--- src/rtl/smul_pkg.sv ---
package smul_pkg;
  typedef enum logic [0:0] {
    SM_IDLE = 1'b0,
    SM_RUN  = 1'b1
  } smul_state_e;
endpackage

--- src/rtl/smul_ctrl.sv ---
module smul_ctrl #(
  parameter int W = 8
) (
  input  logic clk,
  input  logic rst_n,
  input  logic start,
  output logic accept,
  output logic busy,
  output logic last_step,
  output logic done
);
  import smul_pkg::*;

  localparam int CW = (W > 2) ? $clog2(W) : 1;
  localparam logic [CW-1:0] LAST_IDX = CW'(W - 1);
  localparam logic [CW-1:0] ONE      = CW'(1);

  smul_state_e   state_q;
  logic [CW-1:0] step_q;
  logic          done_q;

  assign busy      = (state_q == SM_RUN);
  assign accept    = start && !busy;
  assign last_step = busy && (step_q == LAST_IDX);
  assign done      = done_q;

  always_ff @(posedge clk or negedge rst_n) begin
    if (!rst_n) begin
      state_q <= SM_IDLE;
      step_q  <= '0;
      done_q  <= 1'b0;
    end else begin
      done_q <= last_step;
      if (accept) begin
        state_q <= SM_RUN;
        step_q  <= '0;
      end else if (busy) begin
        if (last_step) begin
          state_q <= SM_IDLE;
          step_q  <= '0;
        end else begin
          step_q <= step_q + ONE;
        end
      end
    end
  end

  p_done_single_r3: assert property (@(posedge clk) disable iff (!rst_n)
    done |=> !done);

  p_done_after_last_r2: assert property (@(posedge clk) disable iff (!rst_n)
    last_step |=> done);

  p_start_ignored_r4: assert property (@(posedge clk) disable iff (!rst_n)
    (busy && start && !last_step) |=> (busy && step_q == $past(step_q) + ONE));
endmodule

--- src/rtl/smul_addsub.sv ---
module smul_addsub #(
  parameter int W = 8
) (
  input  logic [W-1:0] part,
  input  logic [W-1:0] mcand,
  input  logic         add_en,
  input  logic         sub,
  output logic [W:0]   sum
);
  function automatic logic [W:0] sext(input logic [W-1:0] v);
    return {v[W-1], v};
  endfunction

  function automatic logic [W:0] step_sum(input logic [W-1:0] p,
                                          input logic [W-1:0] a,
                                          input logic en,
                                          input logic neg);
    logic [W:0] opnd;
    opnd = en ? sext(a) : '0;
    return neg ? (sext(p) - opnd) : (sext(p) + opnd);
  endfunction

  assign sum = step_sum(part, mcand, add_en, sub);
endmodule

--- src/rtl/smul_seq.sv ---
module smul_seq #(
  parameter int W = 8
) (
  input  logic           clk,
  input  logic           rst_n,
  input  logic           start,
  input  logic [W-1:0]   mcand,
  input  logic [W-1:0]   mplier,
  output logic [2*W-1:0] product,
  output logic           done
);
  logic         accept;
  logic         busy;
  logic         last_step;
  logic [W-1:0] a_q;
  logic [W-1:0] p_q;
  logic [W-1:0] x_q;
  logic [W:0]   sum;

  smul_ctrl #(.W(W)) u_ctrl (
    .clk       (clk),
    .rst_n     (rst_n),
    .start     (start),
    .accept    (accept),
    .busy      (busy),
    .last_step (last_step),
    .done      (done)
  );

  smul_addsub #(.W(W)) u_addsub (
    .part   (p_q),
    .mcand  (a_q),
    .add_en (x_q[0]),
    .sub    (last_step),
    .sum    (sum)
  );

  always_ff @(posedge clk or negedge rst_n) begin
    if (!rst_n) begin
      a_q <= '0;
      p_q <= '0;
      x_q <= '0;
    end else if (accept) begin
      a_q <= mcand;
      p_q <= '0;
      x_q <= mplier;
    end else if (busy) begin
      p_q <= sum[W:1];
      x_q <= {sum[0], x_q[W-1:1]};
    end
  end

  assign product = {p_q, x_q};

  p_hold_idle_r9: assert property (@(posedge clk) disable iff (!rst_n)
    (!busy && !accept) |=> $stable(product));

  p_zero_mcand_r7: assert property (@(posedge clk) disable iff (!rst_n)
    (busy && a_q == '0 && p_q == '0) |=> (p_q == '0));
endmodule

--- config.mk ---
export PLATFORM = sky130hd
export DESIGN_NAME = smul_seq
export DESIGN_NICKNAME = d
export VERILOG_FILES = /design/src/rtl/smul_pkg.sv /design/src/rtl/smul_ctrl.sv /design/src/rtl/smul_addsub.sv /design/src/rtl/smul_seq.sv
export SDC_FILE = /design/constraint.sdc
export NUM_CORES = 1
export LEC_CHECK = 0
export ABC_AREA = 1
export BUFFER_PORTS_ARGS = -buffer_cell sky130_fd_sc_hd__buf_2
export CORE_ASPECT_RATIO = 0.9
export CORE_MARGIN = 8
export CORE_UTILIZATION = 55
export DETAILED_ROUTE_END_ITERATION = 8
export PLACE_DENSITY = 0.86
export SLEW_MARGIN = 30
export SYNTH_ARGS = -nofsm -noshare
export SYNTH_HDL_FRONTEND = slang
export SYNTH_HIERARCHICAL = 1
export SYNTH_SLANG_ARGS = --single-unit
export TNS_END_PERCENT = 20
--- constraint.sdc ---
create_clock -name clk -period 3.71 [get_ports clk]
set_input_delay 0.371 -clock clk [delete_from_list [all_inputs] [get_ports clk]]
set_output_delay 0.371 -clock clk [all_outputs]
set_load 0.02 [all_outputs]
After elaboration in Yosys (flattened, before gate mapping):

Index checks and enable logic that the tools add are counted.

* register bits: 29
* input bits: 19
* output and inout bits: 17
* logic and storage cells: 26

* equality and inequality tests: 1
* muxes and demuxes: 12
* reduce and logical (&&, ||, !) cells: 4
* $add $sub $neg: 3

Operators by type and width (count)
* $mux W8: 4
* $mux W9: 2
* $add A9 B9 Y9: 1
* $mux W3: 3
* $sub A9 B9 Y9: 1
* $add A3 B1 Y3 const B: 1
* $eq A3 B3 Y1 const B: 1
* $mux W1: 3
* $logic_and A1 B1 Y1: 2
* $reduce_bool A2 Y1: 1
* $logic_not A1 Y1: 1

Logic depth before layout (Yosys ltp):

Gate-level depths: netlist (run 1).

* depth after elaboration: 5
* depth in mapped cells: 18
* mapped depth without buffers: 18

Hierarchy:

The synthesis (run 1) kept the hierarchy.

Modules (own cells, without submodules)
* smul_seq: seq. area each 600.6 um2, instances 1, cells an instance 113, area each 1019.7 um2
* smul_addsub: seq. area each 0.0 um2, instances 1, cells an instance 105, area each 669.4 um2
* smul_ctrl: seq. area each 125.1 um2, instances 1, cells an instance 23, area each 214.0 um2

Least setup slack after synthesis (run 1):

OpenSTA, ideal clock, no wires.

* path kind: reg2reg
* start point: register u_ctrl.step_q[0]
* end point: register p_q[7]
* arrival: 2.348 ns
* data required time: 3.592 ns
* setup time: 0.118 ns
* buffers on the path: 0
* setup slack: 1.244 ns
* stages on the path, launching flop included: 18
* period minus slack after synthesis: 2.466 ns
* path through: dfrtp_1 -> ha_1 -> ha_1 -> nand2_1 -> inv_1 -> inv_1 -> nand2_1 -> nand2_2 -> xnor2_1 -> inv_1 -> ha_1 -> a21oi_1 -> o21ai_0 -> nand2b_1 -> nand3_1 -> nand2_1 -> nand3_1 -> nand2_1

* longest elaborated chain between the ends: 5

Ends and longest elaborated chain
* start: declaration: line smul_ctrl.sv:19 `logic [CW-1:0] step_q;`
* start signal: assignment: line smul_ctrl.sv:42 `step_q <= step_q + ONE;`
* $eq A3 B3 Y1: line smul_ctrl.sv:24 `assign last_step = busy && (step_q == LAST_IDX);`
* $logic_and A1 B1 Y1: line smul_ctrl.sv:24
* net last_step: line smul_seq.sv:14 `logic last_step;`
* $mux W9: line smul_addsub.sv:20 `return neg ? (sext(p) - opnd) : (sext(p) + opnd);`
* net sum[8]: line smul_seq.sv:18 `logic [W:0] sum;`
* $mux W8: line smul_seq.sv:47 `end else if (busy) begin`
* $mux W8: line smul_seq.sv:43 `end else if (accept) begin`
* end signal: assignment: line smul_seq.sv:48 `p_q <= sum[W:1];`
* end: declaration: line smul_seq.sv:16 `logic [W-1:0] p_q;`

The timed path passes the listed nets, and every way through them passes these cells. The select of a mux whose other input is x is not followed.
A chain may end at the register's enable or synchronous reset.

Worst setup path in the final report (run 1):

Ends and elaborated chain as after synthesis.

==> results_dict.tcl, run 1 <==
set metrics [dict create \
    initial_core_util_pct 56.8 \
    yosysSeqAreaShare_pct 38.1 \
    core_um2 3350 \
    synth_area_leaders "dfrtp_1, nand2_1, nand3_1" \
    die-area_um2 5600 \
    ys_top_cells_by_count "nand2_1, nand3_1, dfrtp_1, inv_1, ha_1" \
    fmax_mhz 357 \
    clock_latency_ns 0.29 \
    clockBufferDepth 2 \
    syn_area_per_cell_um2 7.90 \
    finalHoldViolations 0 \
    synth_top_area_share_pct 38.1 \
    instances_no_fill 322 \
    die_x_um 78.0 \
    async_flop_share_pct 100 \
    synth.most_common_cell "nand2_1" \
    maxSlewHeadroom_pct 57.4 \
    grt_usage_pct 15.4 \
    drive_gt1_share_pct 24.1 \
    worstPathArrival_ns 3.03 \
    path_clk_slew_ns 0.06 \
    worst_slew_pin_slew_ns 0.639 \
    overflow 0 \
    finalSetupTns_ns 0 \
    cts_root_buf "clkbuf_8" \
    cts_sinks 29 \
    post-route-min-period_ns 2.80 \
    yosys.cell_types.count 26 \
    cts_inserted_buffers 5 \
    htreeDepth 2 \
    globalplace.congestion 0.831 \
    synthCells 241 \
    hold_class "input port to async pin" \
    grt_pass1_vias 1642 \
    setup_viol 0 \
    synth-edff-count 0 \
    status "complete, no violations" \
    dp_worst_setup_slack_ns 0.910 \
    maxSlewViolCount 0 \
    rsz0062_at_grt "false" \
    post-route-period-util_pct 75.6 \
    r2r_cells 17 \
    fin_skew_ns 0.00809 \
    cp_data_required_time_ns 3.94 \
    synth-seq-cells 29 \
    synth_top_flop_cell "dfrtp_1" \
    grt_first_pass_wirelength_um 6930 \
    routedWlPerCell_um 12.4 \
    utilization_pct 64.3 \
    cts_tree "done" \
    post-place-cells 314 \
    crit_top_cell "nand2_1" \
    startpoint "u_ctrl/step_q[0]" \
    num_vias 1659 \
    ant_nets 0 \
    syn_nets 272 \
    setup_ws_ns 0.906 \
    antenna_found_initial 0 \
    synth.largest_area_cell "dfrtp_1" \
    cp_slowest_stage_delay_ns 0.39 \
    crit_chain "ha_1 > ha_1 > nand2_1 > inv_1 > inv_1 > nand2_1 > nand2_2 > xnor2_1 > inv_1 > ha_1 > a21oi_1 > o21ai_0 > a21oi_1 > nand3_1 > nand2_1 > nand3_1 > nand2_1" \
    syn2layout_area_growth_pct 13.2 \
    cts_hold_buf 0 \
    drc_errors 0 \
    yosys_warnings 6 \
    via_per_inst 5.15 \
    cp-start-kind "register" \
    cts_setup_buffers 0 \
    crit_type "register to register" \
    end_kind "register" \
    synth_area_um2 1900 \
    io_pins 36 \
    dieHeight_um 71.8 \
    drtIter0Drc 156 \
    drtPass1Iterations 5 \
    final_nets 308 \
    post_cts_resized 0 \
    port_buffers 35 \
    grt_start_max_net_pins 30 \
    path_max_fanout 7 \
    routed_wl_um 4000 \
    rows 20 \
    drv_cap 0 \
    diodes 0 \
    detailed_place_hpwl_um 3070 \
    timing.rr.start "u_ctrl/step_q[0]" \
    critPathSlowestCell "dfrtp_1" \
]
## per-layer routing
layer  track usage, %  vias up  part of all wire [%]
met5                0        -                     0
met4             6.78        0                  0.85
met3             5.00        2                   5.4
met2             25.4       48                    49
met1             17.8      773                    45
li1                 -      836                     -
## metrics by stage
stage          hold slack [ns]  instance area [um^2]
2_1_floorplan           0.0754                  1900
3_3_place_gp             0.430                  2070
3_5_place_dp             0.425                  2070
4_1_cts                  0.121                  2150
5_1_grt                  0.144                  2150
6_report                 0.104                  2150
## sequential cells by signal (all words and copies together), names as in the netlist
name and flops:
a_q 8, p_q 8, x_q 8, u_ctrl/step_q 3
u_ctrl/busy 1, u_ctrl/done 1
## path summary, 6_finish.rpt
path,endpoint,slack [ns]
worst min register to register,a_q[7],0.48
max in group asynchronous,a_q[7],3.18
worst max register to register,p_q[7],0.91
worst max-delay path,p_q[7],0.91
min in group clk,a_q[0],0.28
worst min-delay path,x_q[2],0.10
## final cells by class
type                       count  area (um^2)
clock buffer                   6         72.6
clock inverter                 2         10.0
fill                         311         1200
inverter                      22         82.6
multi-input combinational    182         1020
sequential                    29          726
tap                           44         55.1
timing repair buffer          37          190
## placed cells by master, fill, tap and decap left out
master    synthesis  final
nand2_1          83     83
buf_2             1     35
nand3_1          32     32
dfrtp_1          29     29
inv_1            19     19
ha_1             11     11
nor2_1           10     10
xor2_1            9      9
nand2_2           8      8
a21oi_1           6      6
clkbuf_8          0      5
nand2_4           5      5
inv_2             3      3
o21ai_2           3      3
clkinv_2          0      2
buf_4             2      2
o21ai_0           2      2
nor2_2            2      2
xnor2_1           2      2
a21o_1            2      2
nor2_8            1      1
clkbuf_1          0      1
nor2_4            1      1
nand2b_1          1      1
a31oi_1           1      1
nand4_1           1      1
fa_1              1      1
o21ai_1           1      1
## worst max-delay path: cells and delay by family (launching register included)
family                     cells  cell delay [ns]
adders and majority gates      3             0.77
and+or+nand+nor                7             0.58
AOI/OAI and AO/OA              3             0.50
DFF                            1             0.39
buffers and inverters          3             0.37
xor gates and xnor gates       1             0.12
## kinds of logic after synthesis
family	share of synthesized area, %
xor gates and xnor gates	5.06
DFF	38.1
AOI/OAI and AO/OA	4.87
adders and majority gates	8.28
buffers and inverters	8.35
and+or+nand+nor	35.3
Power of run 1 is left out: the tool's default activity adds up to more than one toggle a clock period on the data nets, which glitch-free logic cannot reach.
==> run 2: changes to the inputs <==
- clock period: 3.71 -> 2.8 ns (I/O delays scaled with it)
==> run 2 against run 1 <==
Effect of this change:
- count of clock-buffer cells in the layout decreased by 1
- cell area increased by 1.6%
- sequential share of layout area decreased by 0.52 points
- maximum frequency increased by 9.9%
- die area unchanged
- largest cell class unchanged
- register-to-register slack got worse by 0.66 ns
- global-route usage increased by 0.43 points
==> results_dict.tcl, run 2 (synthesized netlist as in run 1, its figures left out) <==
set metrics [dict create \
    nFillCells 300 \
    clockBufferDepth 2 \
    rows 20 \
    worst_slew_pin_slew_ns 0.648 \
    cts_root_buf "clkbuf_8" \
    die-area_um2 5600 \
    crit_type "register to register" \
    dieHeight_um 71.8 \
    dp_worst_setup_slack_ns 0.0902 \
    reg.largest.list "a_q: 8 flops, p_q: 8 flops, x_q: 8 flops" \
    grt_start_max_net_pins 30 \
    drv_cap 0 \
    grt_first_pass_wirelength_um 7160 \
    antenna_found_initial 0 \
    via_per_inst 5.18 \
    fmax_mhz 392 \
    drc_errors 0 \
    r2r_cells 16 \
    worstPathArrival_ns 2.76 \
    setup_ws_ns 0.248 \
    routedWlPerCell_um 12.8 \
    drtPass1Iterations 4 \
    post-route-period-util_pct 91.1 \
    grt_pass1_vias 1640 \
    die_x_um 78.0 \
    cts_tree "done" \
    htreeDepth 2 \
    syn2layout_area_growth_pct 15.0 \
    cts_sinks 29 \
    hold_class "input port to async pin" \
    cts_inserted_buffers 5 \
    drtIter0Drc 111 \
    maxSlewViolCount 0 \
    seqCellArea_um2 726 \
    finalHoldViolations 0 \
    drive_gt1_share_pct 25.9 \
    multiInputGateArea_um2 1040 \
    clock_latency_ns 0.27 \
    core_um2 3350 \
    status "complete, no violations" \
    ant_nets 0 \
    cp-start-kind "register" \
    path_max_fanout 7 \
    utilization_pct 65.3 \
    final_common_cell "nand2_1" \
    grt_usage_pct 15.8 \
    post-route-min-period_ns 2.55 \
    port_buffers 35 \
    num_vias 1667 \
    end_kind "register" \
    io_pins 36 \
    detailed_place_hpwl_um 3000 \
    routed_wl_um 4110 \
    final_nets 310 \
    layout_common_cells "nand2_1, buf_2, nand3_1" \
    overflow 0 \
    initial_core_util_pct 56.8 \
    path_clk_slew_ns 0.06 \
    cp_data_required_time_ns 3.01 \
    globalplace.congestion 0.848 \
    maxSlewHeadroom_pct 56.8 \
    fin_skew_ns 0.00148 \
    diodes 0 \
    setup_viol 0 \
]
-- run 2: cell count changes in the layout (fill, tap and decap cells not counted) --
cell	delta
buf_4	+2
clkinv_2	-1
inv_2	+1
o21ai_1	+1
clkbuf_1	-1
ha_1	-2
inv_1	-2
inv_4	+1
ha_4	+2
o21ai_0	-1
-- run 2: path summary, 6_finish.rpt --
check	start	end	slack [ns]
worst max-delay path	u_ctrl/step_q[0]	p_q[5]	0.25
worst max register to register	u_ctrl/step_q[0]	p_q[5]	0.25
worst min-delay path	rst_n	x_q[2]	0.03
worst min register to register	a_q[7]	a_q[7]	0.47
max in group asynchronous	rst_n	x_q[7]	2.35
min in group clk	mcand[0]	a_q[0]	0.20
-- run 2: per-stage QoR --
step / cells / setup TNS (ns) / hold WS, ns / cell area [um^2]
3_5_place_dp: 315 / 0 / 0.335 / 2080
3_3_place_gp: 315 / 0 / 0.338 / 2080
5_1_grt: 322 / -0.000840 / 0.0771 / 2190
6_report: 322 / 0 / 0.0314 / 2190
4_1_cts: 321 / 0 / 0.0403 / 2150
2_1_floorplan: 241 / 0 / -0.0156 / 1900
-- run 2: routing by layer --
layer / track usage (%) / part of all wire, %
met5: 0 / 0
met2: 26.4 / 48
met4: 6.57 / 1.2
met1: 18.9 / 47
met3: 3.88 / 4.4
-- run 2: layout make-up --
class,instances,share of cell area (%)
Clock buffer,5,3.14
Clock inverter,1,0.229
Inverter,22,3.89
Multi-Input combinational cell,182,47.7
Sequential cell,29,33.2
Tap cell,44,2.52
Timing Repair Buffer,39,9.38
-- run 2: what timing repair did --
action	in CTS	in global routing
hold buffers	0	0
resized for setup	0	7
endpoints found under the setup margin	0	4
setup buffers	0	1
-- run 2: critical path, stage by stage, from the launching register on --
cell and delay (ns):
dfrtp_1 0.40, ha_1 0.21, ha_1 0.21, nand2_1 0.09, inv_2 0.08, inv_4 0.09, nand2_2 0.08, xor2_1 0.15
inv_1 0.10, ha_4 0.30, nand2_1 0.06, o21ai_2 0.21, nand3_1 0.09, nand2_1 0.08, xor2_1 0.17, nand3_1 0.09
nand2_1 0.08
Power of run 2 is left out for the same reason.
